## config.mk

```make
export PLATFORM = sky130hd
export DESIGN_NAME = scCharEngine
export DESIGN_NICKNAME = d
export VERILOG_FILES = /design/src/rtl/scCharPkg.sv /design/src/rtl/scCharCtrl.sv /design/src/rtl/scCharData.sv /design/src/rtl/scCharEngine.sv
export SDC_FILE = /design/constraint.sdc
export NUM_CORES = 1
export LEC_CHECK = 0
export ABC_AREA = 1
export CAP_MARGIN = 20
export CELL_PAD_IN_SITES_DETAIL_PLACEMENT = 0
export CELL_PAD_IN_SITES_GLOBAL_PLACEMENT = 1
export CORE_MARGIN = 5
export CORE_UTILIZATION = 51
export CTS_BUF_LIST = sky130_fd_sc_hd__clkbuf_4 sky130_fd_sc_hd__clkbuf_8
export CTS_CLUSTER_DIAMETER = 200
export DETAILED_ROUTE_END_ITERATION = 7
export PLACE_DENSITY_LB_ADDON = 0.1
export SETUP_SLACK_MARGIN = 0.02
export SYNTH_ARGS = -nofsm -noshare
export SYNTH_HDL_FRONTEND = slang
export SYNTH_HIERARCHICAL = 1
export SYNTH_SLANG_ARGS = --single-unit
export TNS_END_PERCENT = 50
```

## constraint.sdc

```tcl
create_clock -name clk -period 8.9 [get_ports clk]
set_input_delay 1.78 -clock clk [delete_from_list [all_inputs] [get_ports clk]]
set_output_delay 1.78 -clock clk [all_outputs]
set_load 0.005 [all_outputs]
```

## src/rtl/scCharPkg.sv

```systemverilog
package scCharPkg;

  typedef enum logic [1:0] {ST_IDLE, ST_RX, ST_TX} engStateT;

  // Quarter-ETU instants, counted from the start edge
  localparam logic [5:0] QT_DATA_END = 6'd40;  // line released after parity cell
  localparam logic [5:0] QT_FRAME    = 6'd41;  // framing sample (10.25 ETU)
  localparam logic [5:0] QT_DECIDE   = 6'd42;  // rx verdict, rx NAK start (10.5 ETU)
  localparam logic [5:0] QT_NAK_SMP  = 6'd44;  // tx rejection sample (11 ETU)
  localparam logic [5:0] QT_NAK_END  = 6'd46;  // rx NAK end, tx parity flag (11.5 ETU)
  localparam logic [5:0] QT_END      = 6'd48;  // character slot over (12 ETU)
  localparam logic [5:0] QT_GUARD    = 6'd54;  // rewrite window (13.5 ETU)

  typedef struct packed {
    logic       rxStart;
    logic       txLoad;
    logic       sampleBit;
    logic [3:0] bitIdx;
    logic       frameChk;
    logic       rxDecide;
    logic       nakSample;
    logic       txPeMark;
    logic       txDone;
  } ctrlStrobeT;

endpackage

```

## src/rtl/scCharCtrl.sv

```systemverilog
module scCharCtrl
  import scCharPkg::*;
#(
  parameter int DIV_W = 10
) (
  input  logic             clk,
  input  logic             rstN,
  input  logic [DIV_W-1:0] cfgQtrDiv,
  input  logic             cfgT1,
  input  logic             ioIn,
  input  logic             modeTx,
  input  logic             txFull,
  input  logic             txBit,
  input  logic             rxNak,
  output ctrlStrobeT       strb,
  output logic             ioDriveLow,
  output logic             nakGuard
);

  engStateT         state;
  logic [DIV_W-1:0] divCnt;
  logic [DIV_W:0]   divNext;
  logic             qtick;
  logic [5:0]       q;
  logic [5:0]       qNext;
  logic             ioPrev;
  logic [5:0]       guardCnt;
  logic             rxStart;
  logic             txLoad;

  assign divNext  = {1'b0, divCnt} + 1'b1;
  assign qtick    = divNext >= {1'b0, cfgQtrDiv};
  assign qNext    = q + 6'd1;
  assign nakGuard = guardCnt != 6'd0;

  assign rxStart = (state == ST_IDLE) && !modeTx && ioPrev && !ioIn;
  assign txLoad  = (state == ST_IDLE) && modeTx && txFull && !nakGuard;

  always_comb begin
    strb           = '0;
    strb.rxStart   = rxStart;
    strb.txLoad    = txLoad;
    strb.bitIdx    = q[5:2];
    strb.sampleBit = (state == ST_RX) && qtick && (q[1:0] == 2'd1) && (q < QT_DATA_END);
    strb.frameChk  = (state == ST_RX) && qtick && (qNext == QT_FRAME);
    strb.rxDecide  = (state == ST_RX) && qtick && (qNext == QT_DECIDE);
    strb.nakSample = (state == ST_TX) && qtick && (qNext == QT_NAK_SMP) && !cfgT1;
    strb.txPeMark  = (state == ST_TX) && qtick && (qNext == QT_NAK_END);
    strb.txDone    = (state == ST_TX) && qtick && (qNext == QT_END);
  end

  assign ioDriveLow = ((state == ST_TX) && (q < QT_DATA_END) && !txBit) ||
                      ((state == ST_RX) && rxNak && (q >= QT_DECIDE) && (q < QT_NAK_END));

  always_ff @(posedge clk or negedge rstN) begin
    if (!rstN) begin
      state    <= ST_IDLE;
      divCnt   <= '0;
      q        <= '0;
      ioPrev   <= 1'b1;
      guardCnt <= '0;
    end else begin
      ioPrev <= ioIn;
      if (rxStart || txLoad || qtick) divCnt <= '0;
      else                            divCnt <= divNext[DIV_W-1:0];

      case (state)
        ST_IDLE: begin
          if (rxStart) begin
            state <= ST_RX;
            q     <= '0;
          end else if (txLoad) begin
            state <= ST_TX;
            q     <= '0;
          end
        end
        default: begin
          if (qtick) q <= qNext;
          if (qtick && (qNext == QT_END)) state <= ST_IDLE;
        end
      endcase

      if (strb.nakSample && !ioIn)         guardCnt <= QT_GUARD;
      else if (qtick && guardCnt != 6'd0)  guardCnt <= guardCnt - 6'd1;
    end
  end

endmodule

```

## src/rtl/scCharData.sv

```systemverilog
module scCharData
  import scCharPkg::*;
#(
  parameter int FIFO_DEPTH = 8,
  parameter int PE_W       = 3
) (
  input  logic            clk,
  input  logic            rstN,
  input  ctrlStrobeT      strb,
  input  logic            ioIn,
  input  logic            cfgT1,
  input  logic [PE_W-1:0] cfgPeLimit,
  input  logic            cfgLastChar,
  input  logic            nakGuard,
  input  logic            hostModeWr,
  input  logic            hostModeVal,
  input  logic            hostTxWrite,
  input  logic [7:0]      hostTxData,
  input  logic            hostRxRead,
  input  logic            hostStatusRead,
  output logic            txFull,
  output logic            txBit,
  output logic            rxNak,
  output logic [7:0]      rxData,
  output logic [7:0]      status,
  output logic            modeTx
);

  localparam int AW = $clog2(FIFO_DEPTH);
  localparam int CW = AW + 1;
  localparam logic [AW-1:0]   LAST_SLOT = AW'(FIFO_DEPTH - 1);
  localparam logic [PE_W-1:0] PE_MAX    = '1;

  logic [7:0]      txHold, txShift, rxShift;
  logic            txLast, tbe, nakSeen, rxPar;
  logic            flagPe, flagOvr, flagFer;
  logic [PE_W-1:0] peCount, peNext;
  logic [7:0]      fifoMem [FIFO_DEPTH];
  logic [AW-1:0]   wrPtr, rdPtr;
  logic [CW-1:0]   fifoCnt;
  logic            fifoFull, fifoEmpty, parityBad, keepChar, push, pop;
  logic            peEvent, txAccept;

  assign fifoFull  = fifoCnt == CW'(FIFO_DEPTH);
  assign fifoEmpty = fifoCnt == '0;
  assign parityBad = ^{rxShift, rxPar};
  assign keepChar  = cfgT1 || !parityBad;
  assign push      = strb.rxDecide && keepChar && !fifoFull;
  assign pop       = hostRxRead && !fifoEmpty;
  assign peEvent   = (strb.rxDecide && parityBad && !cfgT1) || (strb.txPeMark && nakSeen);
  assign peNext    = (peCount == PE_MAX) ? peCount : peCount + 1'b1;
  assign txAccept  = hostTxWrite && modeTx && !nakGuard && !txFull;

  assign rxData = fifoMem[rdPtr];
  assign status = {4'b0000, flagPe, flagOvr, flagFer, modeTx ? tbe : fifoFull};

  always_comb begin
    case (strb.bitIdx)
      4'd0:    txBit = 1'b0;
      4'd9:    txBit = ^txShift;
      4'd1, 4'd2, 4'd3, 4'd4, 4'd5, 4'd6, 4'd7, 4'd8:
               txBit = txShift[3'(strb.bitIdx - 4'd1)];
      default: txBit = 1'b1;
    endcase
  end

  // Receive path, queue and sticky flags
  always_ff @(posedge clk or negedge rstN) begin
    if (!rstN) begin
      rxShift <= '0;
      rxPar   <= 1'b0;
      rxNak   <= 1'b0;
      wrPtr   <= '0;
      rdPtr   <= '0;
      fifoCnt <= '0;
      flagPe  <= 1'b0;
      flagOvr <= 1'b0;
      flagFer <= 1'b0;
      peCount <= '0;
    end else begin
      if (strb.rxStart) rxNak <= 1'b0;
      if (strb.sampleBit) begin
        if (strb.bitIdx == 4'd9)      rxPar <= ioIn;
        else if (strb.bitIdx != 4'd0) rxShift[3'(strb.bitIdx - 4'd1)] <= ioIn;
      end
      if (strb.rxDecide) rxNak <= parityBad && !cfgT1;

      if (push) begin
        fifoMem[wrPtr] <= rxShift;
        wrPtr <= (wrPtr == LAST_SLOT) ? '0 : wrPtr + 1'b1;
      end
      if (pop) rdPtr <= (rdPtr == LAST_SLOT) ? '0 : rdPtr + 1'b1;
      fifoCnt <= fifoCnt + CW'(push) - CW'(pop);

      if (hostStatusRead) begin
        flagPe  <= 1'b0;
        flagOvr <= 1'b0;
        flagFer <= 1'b0;
        peCount <= '0;
      end
      if (peEvent) begin
        peCount <= peNext;
        if (peNext == cfgPeLimit) flagPe <= 1'b1;
      end
      if (strb.rxDecide && keepChar && fifoFull) flagOvr <= 1'b1;
      if (strb.frameChk && !ioIn)                flagFer <= 1'b1;
    end
  end

  // Transmit holding register, direction and empty flag
  always_ff @(posedge clk or negedge rstN) begin
    if (!rstN) begin
      txHold  <= '0;
      txShift <= '0;
      txFull  <= 1'b0;
      txLast  <= 1'b0;
      tbe     <= 1'b0;
      nakSeen <= 1'b0;
      modeTx  <= 1'b0;
    end else begin
      if (strb.txLoad) begin
        txShift <= txHold;
        txFull  <= 1'b0;
        txLast  <= cfgLastChar;
        nakSeen <= 1'b0;
      end
      if (strb.nakSample) nakSeen <= !ioIn;
      if (strb.txDone) begin
        if (txLast && !nakSeen) begin
          modeTx <= 1'b0;
          tbe    <= 1'b0;
        end else begin
          tbe <= !txFull;
        end
      end
      if (txAccept) begin
        txHold <= hostTxData;
        txFull <= 1'b1;
        tbe    <= 1'b0;
      end
      if (hostModeWr) begin
        modeTx <= hostModeVal;
        tbe    <= hostModeVal && !txFull;
      end
    end
  end

endmodule

```

## src/rtl/scCharEngine.sv

```systemverilog
module scCharEngine
  import scCharPkg::*;
#(
  parameter int DIV_W      = 10,
  parameter int FIFO_DEPTH = 8,
  parameter int PE_W       = 3
) (
  input  logic             clk,
  input  logic             rstN,
  input  logic [DIV_W-1:0] cfgQtrDiv,
  input  logic             cfgT1,
  input  logic [PE_W-1:0]  cfgPeLimit,
  input  logic             cfgLastChar,
  input  logic             hostModeWr,
  input  logic             hostModeVal,
  input  logic             hostTxWrite,
  input  logic [7:0]       hostTxData,
  input  logic             hostRxRead,
  input  logic             hostStatusRead,
  input  logic             ioIn,
  output logic             ioDriveLow,
  output logic [7:0]       rxData,
  output logic [7:0]       status,
  output logic             modeTx,
  output logic             nakGuard
);

  ctrlStrobeT strb;
  logic       txFull, txBit, rxNak;

  scCharCtrl #(.DIV_W(DIV_W)) uCtrl (
    .clk(clk), .rstN(rstN), .cfgQtrDiv(cfgQtrDiv), .cfgT1(cfgT1), .ioIn(ioIn),
    .modeTx(modeTx), .txFull(txFull), .txBit(txBit), .rxNak(rxNak),
    .strb(strb), .ioDriveLow(ioDriveLow), .nakGuard(nakGuard)
  );

  scCharData #(.FIFO_DEPTH(FIFO_DEPTH), .PE_W(PE_W)) uData (
    .clk(clk), .rstN(rstN), .strb(strb), .ioIn(ioIn), .cfgT1(cfgT1),
    .cfgPeLimit(cfgPeLimit), .cfgLastChar(cfgLastChar), .nakGuard(nakGuard),
    .hostModeWr(hostModeWr), .hostModeVal(hostModeVal), .hostTxWrite(hostTxWrite),
    .hostTxData(hostTxData), .hostRxRead(hostRxRead), .hostStatusRead(hostStatusRead),
    .txFull(txFull), .txBit(txBit), .rxNak(rxNak), .rxData(rxData),
    .status(status), .modeTx(modeTx)
  );

endmodule

```

==> metrics list <==
- Quantity of hold-fixing buffers added after cts: 0
- Count of routing violations after the opening detailed-route iteration: 304
* Fraction of final layout cells with drive strength greater than 1: 0.124
- Compound-gate portion of the synthesized area: 0.0805
- At the later pin of the worst-skew pair, clock insertion delay measures 0.43 ns.
- Number of setup buffers added after CTS: 0
* Share of the clock period used by the worst path after layout: 0.614
* Post-synth EDFFs: 64
* Overall power after layout: 0.00202 W
* Maximum buffer depth of the clock tree: 2
- Hold_ws: 0.486 ns
- Count of unresolved DRC violations after routing: 0
* Share of flip-flops with an asynchronous set or reset: 0.529
- Of the total synthesized cell area, the portion taken by full adders, half adders and majority gates is 0.0579.
- Die Outline Area: 16700 sq um
- Tot GR Track Use: 0.187
- In the final routed layout, each cell accounts on average for 14.4 um.
- Pin count of the biggest net entering global routing: 74
- Wires add up to 14600 um.
- Max-cap violations in this run came to 0.
- In the synthesized netlist the dominant register cell turns out to be sky130_fd_sc_hd__dfrtp_1.
* Portion of total power attributed to combinational logic: 0.362
- Of the total power, the share spent switching nets is 0.373.
- For this run the aggregate overflow at the end of global routing stands at 0.
- The number of slew-limit violations in the final report came to 0.
* Largest family of logic cells by synthesized area: simple AND/OR/NAND/NOR gates
- Pleak: 3.66 nW
* Cell area after placement: 7760 sq um
- CTS built an H-tree with a depth of 4.
- Run status: finished clean
- Worst slew margin relative to its limit: 0.409
* Synthesized instance count: 781
- The detailed router placed 5180 vias in this run.
- The area growth from synthesis to layout is 12.7%.
- For hold timing, the worst endpoint is uData/txShift[1].
- The detail route stage leaves a number of antenna-violating nets equal to 0.
- Summing every instance area after synthesis gives 7260 sq um.
- The first global-routing pass estimated 24700 um of wire.
* Power Dens Cells: 247 nW/um^2
- Count of state elements after synthesis: about 140
- Port buffering added 45 buffers.
- Critical Setup Path Class: flop to primary output
- For this design the top-level I/O count stands at 50.
* Slew at the pin closest to its max-slew limit: 0.886 ns
- Layout filler cell count: 1224
- Setup total negative slack on the finished layout was measured at 0 ns.
- The top cell types in the final layout, fill and taps aside, are sky130_fd_sc_hd__nand2_1 (128), sky130_fd_sc_hd__nor2_1 (102), sky130_fd_sc_hd__inv_1 (96), sky130_fd_sc_hd__dfrtp_1 (71), sky130_fd_sc_hd__edfxtp_1 (64).
* Post-Route Utilization: 0.587
- Data arrival time of the critical path: 3.69 ns
- The floorplan has 43 rows.
* R2R Setup Slk: 4.74 ns
* Fraction of power consumed by sequential logic: 0.399
- Clock slew at reported path FFs: 0.08 ns
- The final-report hold violation count is 0.
- In the final design database the tool counted about 890 nets.
- Switching power: 0.000753 W
- Vias per inst: 5.11
- Routability congestion estimate from global placement: 0.839
* Yosys cell types: 45
* CTS tree: yes
- Achievable clock frequency: 183 MHz
- Final clock skew: a little over 0.009 ns
* Total clock buffers created by CTS: 17
- The share of synthesized area in the top cell type comes to 0.265.
- Synthesis warning total: 6
- Measured along the x axis, the die boundary spans between 100 and 150 um.
- Minimum clock period: about 5.5 ns
* Synthesized-area fraction occupied by xor and xnor cells: 0.0229
- Number of search-and-repair iterations in the first detailed-routing pass: 4
* Worst Hold Launch: uData/txHold[1]
- After synthesis, the mean cell area works out to a little over 9 sq um.
* Multiplexer share of the synthesized area: 0.0140
* Most frequent standard cell in the layout excluding fill and tap cells: sky130_fd_sc_hd__nand2_1
* Reg2reg start: uCtrl/divCnt[0]
* Critical path launch point type: flop
- The clock net in this run drives a total of 136 sinks.
* CTS-repair resized insts: 0
* Cell types with the largest area share after synthesis: sky130_fd_sc_hd__edfxtp_1 (26%), sky130_fd_sc_hd__dfrtp_1 (24%), sky130_fd_sc_hd__nand2_1 (6.6%), sky130_fd_sc_hd__ha_1 (5.5%), sky130_fd_sc_hd__nor2_1 (5.3%)
- Of all nets on the critical path, the largest fanout is 17.
- Setup repair after global routing left no endpoint under its margin.
- The via count of the first global-routing pass was between 5000 and 6000.
- The worst register-to-register path has a depth of 23.
- Worst hold path stage count: 2
- The initial antenna violation count is 0.
- Worst Path Required: 7.12 ns
* Share of the yosys chip area belonging to registers: 0.513
- Antenna cell count: 0
- Y dimension of the die: 129 um
- Clock tree synthesis selected as its root buffer the cell sky130_fd_sc_hd__clkbuf_8.
* Capturing element type of the critical path: primary output
- The worst register-to-register path ends at uData/fifoCnt[2].
- Of the total synthesized cell area, the portion taken by AND, OR, NAND and NOR gates is 0.232.
- Internal Power: between 0.001 and 0.0015 W
* Classification of the worst-slack hold path: flop to flop
- Maximum vdd drop: 0.143 mV
- With fillers left out, the area of the finished cells amounts to just over 8000 sq um.
- Sum of net half-perimeters after detailed placement: 10500 um
- Share of total power in the clock network: 0.239
- The initial utilization of the core area, before any placement, comes to 0.521.
- The biggest area contributor in the post-synthesis netlist is sky130_fd_sc_hd__edfxtp_1.
* Setup violation total in the final timing report: 0
- Area of the core region: 13900 sq um
-- cell families (layout without fill, tap and decap cells) --
logic type | count (synthesis) | in the layout
other | 1 | 4
adders and majority gates | 33 | 33
buffers and inverters | 134 | 184
DFF | 136 | 136
AOI/OAI and AO/OA | 107 | 107
muxes | 9 | 9
and+or+nand+nor | 342 | 342
xor gates and xnor gates | 19 | 19
-- through the flow --
stage | instances | setup slack (ns)
3_3_place_gp | 980 | 3.76
4_1_cts | 1012 | 3.40
3_5_place_dp | 980 | 3.70
5_1_grt | 1014 | 3.01
6_report | 1014 | 3.43
2_1_floorplan | 784 | 4.57
-- critical path, stage by stage (launching register included) --
cell	delay [ns]
sky130_fd_sc_hd__dfrtp_1	0.72
sky130_fd_sc_hd__inv_1	0.25
sky130_fd_sc_hd__ha_1	0.29
sky130_fd_sc_hd__nand2_1	0.07
sky130_fd_sc_hd__nand2_1	0.11
sky130_fd_sc_hd__inv_1	0.10
sky130_fd_sc_hd__nand2_1	0.07
sky130_fd_sc_hd__nor2_1	0.22
sky130_fd_sc_hd__nand2_1	0.08
sky130_fd_sc_hd__nand2_1	0.06
sky130_fd_sc_hd__nor2_1	0.04
sky130_fd_sc_hd__nand4_1	0.07
sky130_fd_sc_hd__nand3_1	0.10
sky130_fd_sc_hd__o32ai_1	0.26
sky130_fd_sc_hd__a21boi_0	0.26
sky130_fd_sc_hd__clkdlybuf4s50_1	0.55
-- registers in the layout, indices dropped and copies added, names as in the netlist, 2 cells and up --
register	count
uCtrl/guardCnt	6
uCtrl/q	6
uData/rdPtr	3
uData/fifoMem	64
uData/fifoCnt	4
uData/rxShift	8
uData/wrPtr	3
uData/txShift	8
uData/txHold	8
uCtrl/divCnt	10
uCtrl/state	2
uData/peCount	3
-- final cells by class --
cell class,count,area [sq um],area share
clock inverter,14,133,0.0162
sequential,136,3720,0.456
multi-input combinational,514,2970,0.363
clock buffer,18,241,0.0295
tap,180,225,0.0275
timing repair buffer,47,490,0.0600
inverter,105,394,0.0482
-- cells in the mapped netlist (all sizes together), types with 7 or more instances --
library cell,count
o22ai,12
edfxtp,64
ha,32
nand4,17
xnor2,8
nand3,45
inv,103
a31oi,16
nand2,144
nor2,124
buf,22
dfrtp,71
nor3,7
a21oi,15
mux2,9
clkbuf,7
xor2,11
o21ai,60
-- layer usage --
layer / part of all wire / GRT usage / vias to the layer above / wire [um]
met5: 0 / 0 / - / 0
met4: 0.018 / 0.0624 / 0 / 259
met3: 0.044 / 0.0433 / 19 / 638
met2: 0.48 / 0.312 / 99 / 7060
met1: 0.45 / 0.243 / 2408 / 6600
li1: - / - / 2654 / -
-- worst max path at each step --
stage	from	to	slack (ns)	cells past startpoint
CTS	uCtrl/q[2]	ioDriveLow	3.40	15
global placement	cfgQtrDiv[2]	uData/fifoCnt[2]	3.76	19
global route	uCtrl/q[2]	ioDriveLow	3.01	15
detailed placement	cfgQtrDiv[2]	uData/fifoCnt[2]	3.70	19
floorplan	cfgQtrDiv[2]	uData/fifoCnt[2]	4.57	18
finish	uCtrl/q[2]	ioDriveLow	3.43	15
-- power by group through the flow --
stage	clock network (W)	registers, W	logic [W]
floorplan	0	0.000772	0.000556
global placement	0	0.000827	0.000701
detailed placement	0	0.000829	0.000717
CTS	0.000497	0.000816	0.000721
global route	0.000529	0.000816	0.000839
finish	0.000482	0.000805	0.000730
(Power assumes the default switching activity.)
